==> config.mk <==
export PLATFORM = sky130hd
export DESIGN_NAME = selch_dma
export DESIGN_NICKNAME = d
export VERILOG_FILES = /design/src/rtl/selch_pkg.sv /design/src/rtl/selch_cmd_ctrl.sv /design/src/rtl/selch_addr_regs.sv /design/src/rtl/selch_xfer.sv /design/src/rtl/selch_dma.sv
export SDC_FILE = /design/constraint.sdc
export NUM_CORES = 1
export LEC_CHECK = 0
export ABC_AREA = 1
export BUFFER_PORTS_ARGS = -buffer_cell sky130_fd_sc_hd__buf_2
export CAP_MARGIN = 20
export CELL_PAD_IN_SITES_DETAIL_PLACEMENT = 0
export CELL_PAD_IN_SITES_GLOBAL_PLACEMENT = 1
export CORE_MARGIN = 2
export CORE_UTILIZATION = 42
export DETAILED_ROUTE_END_ITERATION = 6
export HOLD_SLACK_MARGIN = 0.02
export PLACE_DENSITY = 0.88
export SYNTH_ARGS = -nofsm -noshare
export SYNTH_HDL_FRONTEND = slang
export SYNTH_SLANG_ARGS = --single-unit
==> constraint.sdc <==
create_clock -name clk -period 3.8 [get_ports clk]
set_clock_uncertainty 0.2 [all_clocks]
set_input_delay 0.76 -clock clk [delete_from_list [all_inputs] [get_ports clk]]
set_output_delay 0.76 -clock clk [all_outputs]
set_load 0.05 [all_outputs]
==> src/rtl/selch_pkg.sv <==
// Package: shared encodings for the selector channel.
// Assumes: command bit positions are fixed by the processor's software.
package selch_pkg;

    typedef enum logic [1:0] {
        MODE_16 = 2'd0,
        MODE_18 = 2'd1,
        MODE_20 = 2'd2,
        MODE_RSV = 2'd3
    } amode_e;

    localparam int CB_EXT  = 6;
    localparam int CB_DIR  = 5;
    localparam int CB_GO   = 4;
    localparam int CB_STOP = 3;
    localparam int CB_OWN  = 2;

    localparam logic [7:0] ST_BUSY = 8'h08;

    typedef struct packed {
        logic ext_rb;
        logic dir_rd;
        logic go;
        logic own_st;
    } ctl_t;

endpackage

==> src/rtl/selch_cmd_ctrl.sv <==
// Module: command register, interrupt flag and status byte.
// Assumes: last_beat is never high in a cycle with a command write,
// because the transfer path withholds beats during processor writes.
module selch_cmd_ctrl
    import selch_pkg::*;
#(
    parameter int BANK_W = 2
) (
    input  logic              clk,
    input  logic              rst_n,
    input  logic [1:0]        mode,
    input  logic              cmd_wr,
    input  logic [6:0]        cmd_byte,
    input  logic              last_beat,
    input  logic [7:0]        dev_status,
    output ctl_t              ctl,
    output logic              stop_ev,
    output logic              stop_ext,
    output logic              go_ev,
    output logic [BANK_W-1:0] bank,
    output logic              irq,
    output logic [7:0]        status
);

    logic [6:0] masked;

    // Purpose: drop extended functions in narrow modes and decode the command.
    always_comb begin
        masked = cmd_byte;
        if (mode != MODE_20) begin
            masked[CB_EXT] = 1'b0;
            masked[CB_OWN] = 1'b0;
        end
        bank     = (mode == MODE_18) ? masked[BANK_W-1:0] : '0;
        stop_ev  = cmd_wr && masked[CB_STOP];
        go_ev    = cmd_wr && !masked[CB_STOP] && masked[CB_GO];
        stop_ext = masked[CB_EXT];
    end

    // Purpose: hold the command bits and the interrupt request.
    always_ff @(posedge clk) begin
        if (!rst_n) begin
            ctl <= '0;
            irq <= 1'b0;
        end else if (stop_ev) begin
            ctl <= '{ext_rb: masked[CB_EXT], dir_rd: 1'b0, go: 1'b0,
                     own_st: masked[CB_OWN]};
            irq <= 1'b0;
        end else if (go_ev) begin
            ctl <= '{ext_rb: 1'b0, dir_rd: masked[CB_DIR], go: 1'b1,
                     own_st: 1'b0};
        end else if (last_beat) begin
            ctl.go     <= 1'b0;
            ctl.dir_rd <= 1'b0;
            irq        <= 1'b1;
        end
    end

    // Purpose: form the status byte seen by the processor.
    always_comb begin
        if (ctl.go)          status = ST_BUSY;
        else if (ctl.own_st) status = 8'h00;
        else                 status = dev_status & ~ST_BUSY;
    end

    a_r10_stop_clears: assert property (@(posedge clk) disable iff (!rst_n)
        stop_ev |=> (!ctl.go && !irq));

    a_r9_last_raises_irq: assert property (@(posedge clk) disable iff (!rst_n)
        last_beat |=> (irq && !ctl.go && !ctl.dir_rd));

    a_r5_narrow_no_ext: assert property (@(posedge clk) disable iff (!rst_n)
        (cmd_wr && mode != MODE_20) |=> (!ctl.ext_rb && !ctl.own_st));

endmodule

==> src/rtl/selch_addr_regs.sv <==
// Module: start/end address registers, write sequencer and readback pointer.
// Assumes: beat only arrives while the channel runs and never in a cycle
// with a processor write; ADDR_W > NARROW_W + BANK_W - 1 and ADDR_W <= 24.
module selch_addr_regs
    import selch_pkg::*;
#(
    parameter int ADDR_W       = 20,
    parameter int NARROW_W     = 16,
    parameter int BANK_W       = 2,
    parameter int NARROW_BYTES = 4,
    parameter int WIDE_BYTES   = 6,
    localparam int CNT_W       = $clog2(WIDE_BYTES + 1),
    localparam int PAD_W       = 24
) (
    input  logic              clk,
    input  logic              rst_n,
    input  logic [1:0]        mode,
    input  logic              data_wr,
    input  logic              data_rd,
    input  logic [7:0]        wdata,
    input  logic              ext_rb,
    input  logic              stop_ev,
    input  logic              stop_ext,
    input  logic              go_ev,
    input  logic [BANK_W-1:0] bank,
    input  logic              beat,
    output logic [ADDR_W-1:0] start_addr,
    output logic              last,
    output logic [7:0]        rd_byte
);

    localparam logic [ADDR_W-1:0] NMASK = ADDR_W'((1 << NARROW_W) - 1);
    localparam logic [ADDR_W-1:0] WMASK = '1;

    logic [ADDR_W-1:0] end_addr;
    logic [CNT_W-1:0]  wcnt;
    logic [1:0]        rdp;
    logic              wide;
    logic [CNT_W-1:0]  limit;
    logic [ADDR_W-1:0] ld_start, ld_end;
    logic [ADDR_W-1:0] go_s0, go_e0, go_s1, go_e1;
    logic [1:0]        wrap_now, wrap_stop;
    logic [PAD_W-1:0]  padded;

    assign wide  = (mode == MODE_20);
    assign limit = wide ? CNT_W'(WIDE_BYTES) : CNT_W'(NARROW_BYTES);
    assign last  = (start_addr >= end_addr);

    // Purpose: next start/end values for one accepted address byte.
    always_comb begin
        if (!wide) begin
            ld_start = ((start_addr << 8) | (end_addr >> 8)) & NMASK;
            ld_end   = ((end_addr << 8) | ADDR_W'(wdata)) & NMASK;
        end else if (wcnt != CNT_W'(WIDE_BYTES - 1)) begin
            ld_start = (start_addr << 8) | ADDR_W'(end_addr[15:8]);
            ld_end   = ADDR_W'({end_addr[7:0], wdata});
        end else begin
            ld_start = start_addr;
            ld_end   = (end_addr << 8) | ADDR_W'(wdata);
        end
    end

    // Purpose: address adjustment applied by a start command.
    always_comb begin
        go_s0 = start_addr;
        go_e0 = end_addr;
        if (wcnt <= CNT_W'(NARROW_BYTES)) begin
            go_s0 = (start_addr & NMASK) | (ADDR_W'(bank) << NARROW_W);
            go_e0 = (end_addr & NMASK) | (ADDR_W'(bank) << NARROW_W);
        end
        go_s1 = go_s0 & ~ADDR_W'(1);
        go_e1 = go_e0;
        if (go_e0 <= go_s1)
            go_e1 = go_e0 | (wide ? WMASK : NMASK);
    end

    // Purpose: load, adjust and advance the address registers.
    always_ff @(posedge clk) begin
        if (!rst_n) begin
            start_addr <= '0;
            end_addr   <= '0;
            wcnt       <= '0;
        end else if (stop_ev) begin
            wcnt <= '0;
        end else if (go_ev) begin
            start_addr <= go_s1;
            end_addr   <= go_e1;
        end else if (data_wr) begin
            if (wcnt < limit) begin
                start_addr <= ld_start;
                end_addr   <= ld_end;
                wcnt       <= wcnt + 1'b1;
            end
        end else if (beat && !last) begin
            start_addr <= start_addr + 1'b1;
        end
    end

    assign wrap_now  = (ext_rb && wide) ? 2'd2 : 2'd1;
    assign wrap_stop = (stop_ext && wide) ? 2'd2 : 2'd1;
    assign padded    = PAD_W'(start_addr);
    assign rd_byte   = 8'(padded >> {rdp, 3'b000});

    // Purpose: step the readback pointer on reads, reinit it on halt.
    always_ff @(posedge clk) begin
        if (!rst_n)          rdp <= 2'd1;
        else if (stop_ev)    rdp <= wrap_stop;
        else if (data_rd)    rdp <= (rdp == 2'd0) ? wrap_now : rdp - 1'b1;
    end

    a_r2_wcnt_limit: assert property (@(posedge clk) disable iff (!rst_n)
        wcnt <= CNT_W'(WIDE_BYTES));

    a_r4_rdp_range: assert property (@(posedge clk) disable iff (!rst_n)
        rdp != 2'd3);

    a_r7_start_even: assert property (@(posedge clk) disable iff (!rst_n)
        go_ev |=> !start_addr[0]);

    a_r8_advance: assert property (@(posedge clk) disable iff (!rst_n)
        (beat && !last) |=> (start_addr == $past(start_addr) + 1'b1));

    a_r9_hold_last: assert property (@(posedge clk) disable iff (!rst_n)
        (beat && last) |=> $stable(start_addr));

endmodule

==> src/rtl/selch_xfer.sv <==
// Module: beat gating between the device stream and the memory port.
// Assumes: memory decides mem_ready_i in the same cycle; device holds
// dev_req_i until dev_ack_o.
module selch_xfer #(
    parameter int ADDR_W = 20
) (
    input  logic              clk,
    input  logic              rst_n,
    input  logic              go,
    input  logic              dir_rd,
    input  logic              cpu_wr,
    input  logic [ADDR_W-1:0] start_addr,
    input  logic              dev_req,
    input  logic [7:0]        dev_wdata,
    output logic              dev_ack,
    output logic [7:0]        dev_rdata,
    output logic              mem_valid,
    input  logic              mem_ready,
    output logic              mem_we,
    output logic [ADDR_W-1:0] mem_addr,
    output logic [7:0]        mem_wdata,
    input  logic [7:0]        mem_rdata,
    output logic              beat
);

    // Purpose: raise a beat for a device request unless the processor writes.
    always_comb begin
        mem_valid = go && dev_req && !cpu_wr;
        beat      = mem_valid && mem_ready;
        dev_ack   = beat;
        mem_we    = !dir_rd;
        mem_addr  = start_addr;
        mem_wdata = dev_wdata;
        dev_rdata = mem_rdata;
    end

    a_r13_no_beat_on_write: assert property (@(posedge clk) disable iff (!rst_n)
        cpu_wr |-> !mem_valid);

    a_r12_beat_needs_go: assert property (@(posedge clk) disable iff (!rst_n)
        mem_valid |-> go);

endmodule

==> src/rtl/selch_dma.sv <==
// Module: top of the single-channel selector DMA controller.
// Assumes: mode_i is static while the channel runs.
module selch_dma
    import selch_pkg::*;
#(
    parameter int ADDR_W       = 20,
    parameter int NARROW_W     = 16,
    parameter int BANK_W       = 2,
    parameter int NARROW_BYTES = 4,
    parameter int WIDE_BYTES   = 6
) (
    input  logic              clk,
    input  logic              rst_n,
    input  logic [1:0]        mode_i,
    input  logic              io_cmd_wr,
    input  logic              io_data_wr,
    input  logic              io_data_rd,
    input  logic              io_stat_rd,
    input  logic [7:0]        io_wdata,
    output logic [7:0]        io_rdata,
    input  logic [7:0]        dev_status_i,
    input  logic              dev_req_i,
    input  logic [7:0]        dev_wdata_i,
    output logic              dev_ack_o,
    output logic [7:0]        dev_rdata_o,
    output logic              mem_valid_o,
    input  logic              mem_ready_i,
    output logic              mem_we_o,
    output logic [ADDR_W-1:0] mem_addr_o,
    output logic [7:0]        mem_wdata_o,
    input  logic [7:0]        mem_rdata_i,
    output logic              irq_o,
    output logic              dev_block_o
);

    ctl_t              ctl;
    logic              stop_ev, stop_ext, go_ev, irq, last, beat;
    logic [BANK_W-1:0] bank;
    logic [7:0]        status, rd_byte;
    logic [ADDR_W-1:0] start_addr;

    selch_cmd_ctrl #(.BANK_W(BANK_W)) u_cmd (
        .clk(clk), .rst_n(rst_n), .mode(mode_i),
        .cmd_wr(io_cmd_wr), .cmd_byte(io_wdata[6:0]),
        .last_beat(beat && last), .dev_status(dev_status_i),
        .ctl(ctl), .stop_ev(stop_ev), .stop_ext(stop_ext), .go_ev(go_ev),
        .bank(bank), .irq(irq), .status(status)
    );

    selch_addr_regs #(
        .ADDR_W(ADDR_W), .NARROW_W(NARROW_W), .BANK_W(BANK_W),
        .NARROW_BYTES(NARROW_BYTES), .WIDE_BYTES(WIDE_BYTES)
    ) u_addr (
        .clk(clk), .rst_n(rst_n), .mode(mode_i),
        .data_wr(io_data_wr), .data_rd(io_data_rd), .wdata(io_wdata),
        .ext_rb(ctl.ext_rb), .stop_ev(stop_ev), .stop_ext(stop_ext),
        .go_ev(go_ev), .bank(bank), .beat(beat),
        .start_addr(start_addr), .last(last), .rd_byte(rd_byte)
    );

    selch_xfer #(.ADDR_W(ADDR_W)) u_xfer (
        .clk(clk), .rst_n(rst_n), .go(ctl.go), .dir_rd(ctl.dir_rd),
        .cpu_wr(io_cmd_wr || io_data_wr), .start_addr(start_addr),
        .dev_req(dev_req_i), .dev_wdata(dev_wdata_i),
        .dev_ack(dev_ack_o), .dev_rdata(dev_rdata_o),
        .mem_valid(mem_valid_o), .mem_ready(mem_ready_i), .mem_we(mem_we_o),
        .mem_addr(mem_addr_o), .mem_wdata(mem_wdata_o),
        .mem_rdata(mem_rdata_i), .beat(beat)
    );

    // Purpose: drive the processor read byte and the channel flags.
    always_comb begin
        io_rdata    = io_stat_rd ? status : rd_byte;
        irq_o       = irq;
        dev_block_o = ctl.go;
    end

    a_r12_block_while_busy: assert property (@(posedge clk) disable iff (!rst_n)
        (io_stat_rd && io_rdata == ST_BUSY && !dev_status_i[3]) |-> dev_block_o);

endmodule

==> results by group <==
Yosys
  • Dominant synthesized flop cell: dfxtp_1
  • Top cells by area, synth: dfxtp_1 24%, nand2_1 12%, ha_1 12%
  • Synth cell types: 42
  • EDFF count, synth: 0
  • Synth top area share: 0.2359
  • Post-synth top area cell: dfxtp_1
  • Number of synthesis warnings: 0
  • Yosys reg bits: 50
  • Netlist Area Pre-Place: 4243 um2
  • Synth async-reset ratio: 0
  • Synthesized area per cell: approximately 6.5 um2
  • Most frequent cell after synthesis: nand2_1
  • Most common library cells after synthesis: 141 x nand2_1, 86 x inv_1, 65 x a21oi_1, 65 x nor2_1, 63 x o21ai_0
  • Sequential share of the synthesized area: 0.2359
  • Post-synthesis net count: between 700 and 800
  • Post-Syn Instances: about 660

Timing
  • Actual slew at the worst max-slew pin: 890.7 ps
  • Post-route setup TNS: 0 ps
  • RSZ-0062 raised after global routing: false
  • Final hold violation count: 0
  • Slew headroom: 0.4055
  • Max Clk Rate: 321.1 MHz
  • Share of the clock period used by the worst path: 0.8197
  • Post-layout min period: 3115 ps
  • Max-slew violations: 0
  • Setup violators final: 0

Die
  • Number of I/O pins: 91
  • Die height: ~100 um
  • Core ar.: roughly 9800 um2
  • Die Area: 10920 um2
  • Initial Utilization: 0.4341
  • Chip width: 104.5 um
  • Row count: 36

Pwr
  • Leakage: between 2 and 2.5 nW
  • Worst IR Drop VDD: between 0.15 and 0.2 mV
  • Pwr/cell area: 348.1 nW/um2

Global route
  • Total Routing Usage GR: 0.2406
  • Vias in the first global route: roughly 4000
  • Initial antenna violation count: 0
  • Largest net degree at the start of global routing: 39
  • First-pass GRT wire length: 21010 um
  • Grt ovf: 0

Layout
  • Area grow syn2layout: 8.523%
  • Antenna diodes: 0
  • Layout cells sized above 1: 0.1520
  • Fillers: 1073
  • Post-route design area: between 4000 and 5000 um2
  • Final #Nets: 774

Place
  • IO Port Bufs: 57
  • Hpwl dp: between 10000 and 15000 um
  • Placement Cell Area: between 4000 and 5000 um2
  • Gp weighted congestion: ~0.9

Setup path
  • Critical path's most frequent cell: inv_1
  • Critical Path Start Type: flop
  • CP Capture Type: flop
  • RR Endpoint: u_addr.end_addr[3]$_SDFFE_PN0P_
  • RR Startpoint: u_addr.wcnt[1]$_SDFFE_PP0P_
  • CP max stage cell: dfxtp_1
  • CP Data Required Time: 3850 ps
  • Worst path max stage delay: 390 ps
  • Crit path DAT: between 3000 and 4000 ps
  • Critical path class: flop to flop
  • CP Buf/Inv Count: 4
  • Crit-path max FO: 16
  • Top delay family on crit path: simple AND/OR/NAND/NOR gates
  • Worst R2R Path Depth: 17
  • Flop2flop setup slack: 690 ps
  • Worst path cell trace: inv_1 -> a21oi_4 -> inv_1 -> nand3_1 -> inv_1 -> a21oi_1 -> inv_1 -> ha_1 -> nand2_1 -> nor2_1 -> and2_1 -> nand4_1 -> nand3_1 -> nand3_1 -> nand2_2 -> nand2_1 -> a21oi_1

Detailed routing
  • Residual DRC count: 0
  • Avg Vias per Cell: ~5.3
  • WL final: 13170 um
  • Initial drt markers: roughly 320
  • Routed Antenna Nets: 0
  • Drt first pass iters: 5
  • Routed vias: 4378
  • DR WL/cell: 15.98 um

Hold path
  • Cells on Worst Hold Path: 2
  • Hold Path End: u_cmd.irq$_SDFFE_PP0P_
  • Origin of the worst min-delay path: u_cmd.irq$_SDFFE_PP0P_
  • Hold Crit Class: flop to flop

Clock network
  • CTS Hold Bufs: 0
  • CTS Buffer Depth: 2
  • Root buf cell: clkbuf_8
  • Clk_lat worst skew: 320 ps
  • Post-CTS setup buffers: 0
  • CTS sink cnt: 50
  • TritonCTS clock tree: yes
  • H-tree levels: 2
  • Clock slew at reported path FFs: around 100 ps
  • CTS Buf Count: 5
  • Post-cts resize count: 0

Status
  • Outcome: completed

Run
  • Maxcap violations: 0
## tightest hold or removal path: cells and delay by family, from the launching register on
family	cells	cell delay, ps
AOI/OAI and AO/OA	1	50
buffers and inverters	1	50
DFF	1	320
## area by class of cell
| type | count | area (um2) | area share |
|---|---|---|---|
| clock inverters | 3 | 45.04 | 0.009783 |
| multi-input cells | 484 | 2685 | 0.5832 |
| clock buffers | 5 | 68.82 | 0.01495 |
| inverters | 90 | 337.8 | 0.07337 |
| repair buffers | 59 | 300.3 | 0.06522 |
| flip-flops and latches | 50 | 1001 | 0.2174 |
| well taps | 133 | 166.4 | 0.03614 |
## where the power goes
part | total (W) | switching, W | internal, W
Clock | 0.000400 | 0.000203 | 0.000196
Combinational | 0.000563 | 0.000395 | 0.000168
Sequential | 0.000640 | 0.0000735 | 0.000567
## how the worst max path moves through the flow
stage | start | to | slack [ps] | depth (start not counted)
global placement | mode_i[1] | u_addr.end_addr[3]$_SDFFE_PN0P_ | 630 | 15
finish | u_addr.wcnt[1]$_SDFFE_PP0P_ | u_addr.end_addr[3]$_SDFFE_PN0P_ | 690 | 17
floorplan | u_addr.start_addr[17]$_SDFFE_PN0P_ | io_rdata[1] | 120 | 2
detailed placement | mode_i[1] | u_addr.end_addr[3]$_SDFFE_PN0P_ | 590 | 15
global route | u_addr.wcnt[1]$_SDFFE_PP0P_ | u_addr.end_addr[3]$_SDFFE_PN0P_ | 340 | 17
CTS | u_addr.wcnt[1]$_SDFFE_PP0P_ | u_addr.end_addr[3]$_SDFFE_PN0P_ | 700 | 17
## per-layer routing
layer | vias to the layer above | GRT usage | share of wire | wire length, um
met5 | - | 0 | 0 | 0
met4 | 0 | 0.08301 | 0.025 | 326
met3 | 25 | 0.03697 | 0.065 | 861
met2 | 166 | 0.3693 | 0.44 | 5802
met1 | 1988 | 0.3416 | 0.47 | 6176
li1 | 2199 | - | - | -
## state kept, by name, indices dropped and copies added (netlist names)
name / flops
u_addr.start_addr: 20
u_addr.rdp: 2
u_cmd.irq: 1
u_addr.end_addr: 20
u_cmd.ctl: 4
u_addr.wcnt: 3
## cell families (layout without fill, tap and decap cells)
logic type / Yosys count / in the layout / share of synthesized area
XOR/XNOR: 3 / 3 / 0.006194
flip-flops: 50 / 50 / 0.2359
adder cells (fa/ha/maj): 42 / 42 / 0.1239
AO/OA/AOI/OAI: 155 / 155 / 0.1997
AND/OR/NAND/NOR: 284 / 284 / 0.3032
buffers and inverters: 121 / 157 / 0.1312
## cells in the final DEF, fill, tap and decap left out, drive strengths merged
cell / netlist / final
o211ai: 4 / 4
ha: 42 / 42
xor2: 3 / 3
or2: 1 / 1
o21a: 1 / 1
o221ai: 1 / 1
clkbuf: 7 / 5
clkinvlp: 0 / 2
a21o: 3 / 3
a21oi: 69 / 69
dfxtp: 50 / 50
nand4: 11 / 11
a211oi: 1 / 1
nand2: 153 / 153
nor3: 11 / 11
inv: 89 / 89
nand3: 28 / 28
o21ai: 68 / 68
buf: 24 / 59
bufinv: 0 / 1
o311ai: 2 / 2
clkinv: 1 / 1
and2: 3 / 3
a22o: 1 / 1
a31oi: 4 / 4
nor2: 77 / 77
a22oi: 1 / 1
## per-stage QoR
step | hold WS, ps | setup slack (ps) | power, W | cells | utilization
2_1_floorplan | 240.2 | 122.7 | 0.001099 | 655 | -
3_3_place_gp | 236.0 | 630.7 | 0.001195 | 816 | 0.4594
3_5_place_dp | 244.1 | 586.1 | 0.001209 | 816 | 0.4594
4_1_cts | 260.3 | 697.4 | 0.001602 | 824 | 0.4711
5_1_grt | 285.0 | 338.9 | 0.001703 | 824 | 0.4711
6_report | 260.0 | 685.2 | 0.001603 | 824 | 0.4711
Note: power is estimated with default switching activity, not from simulation.
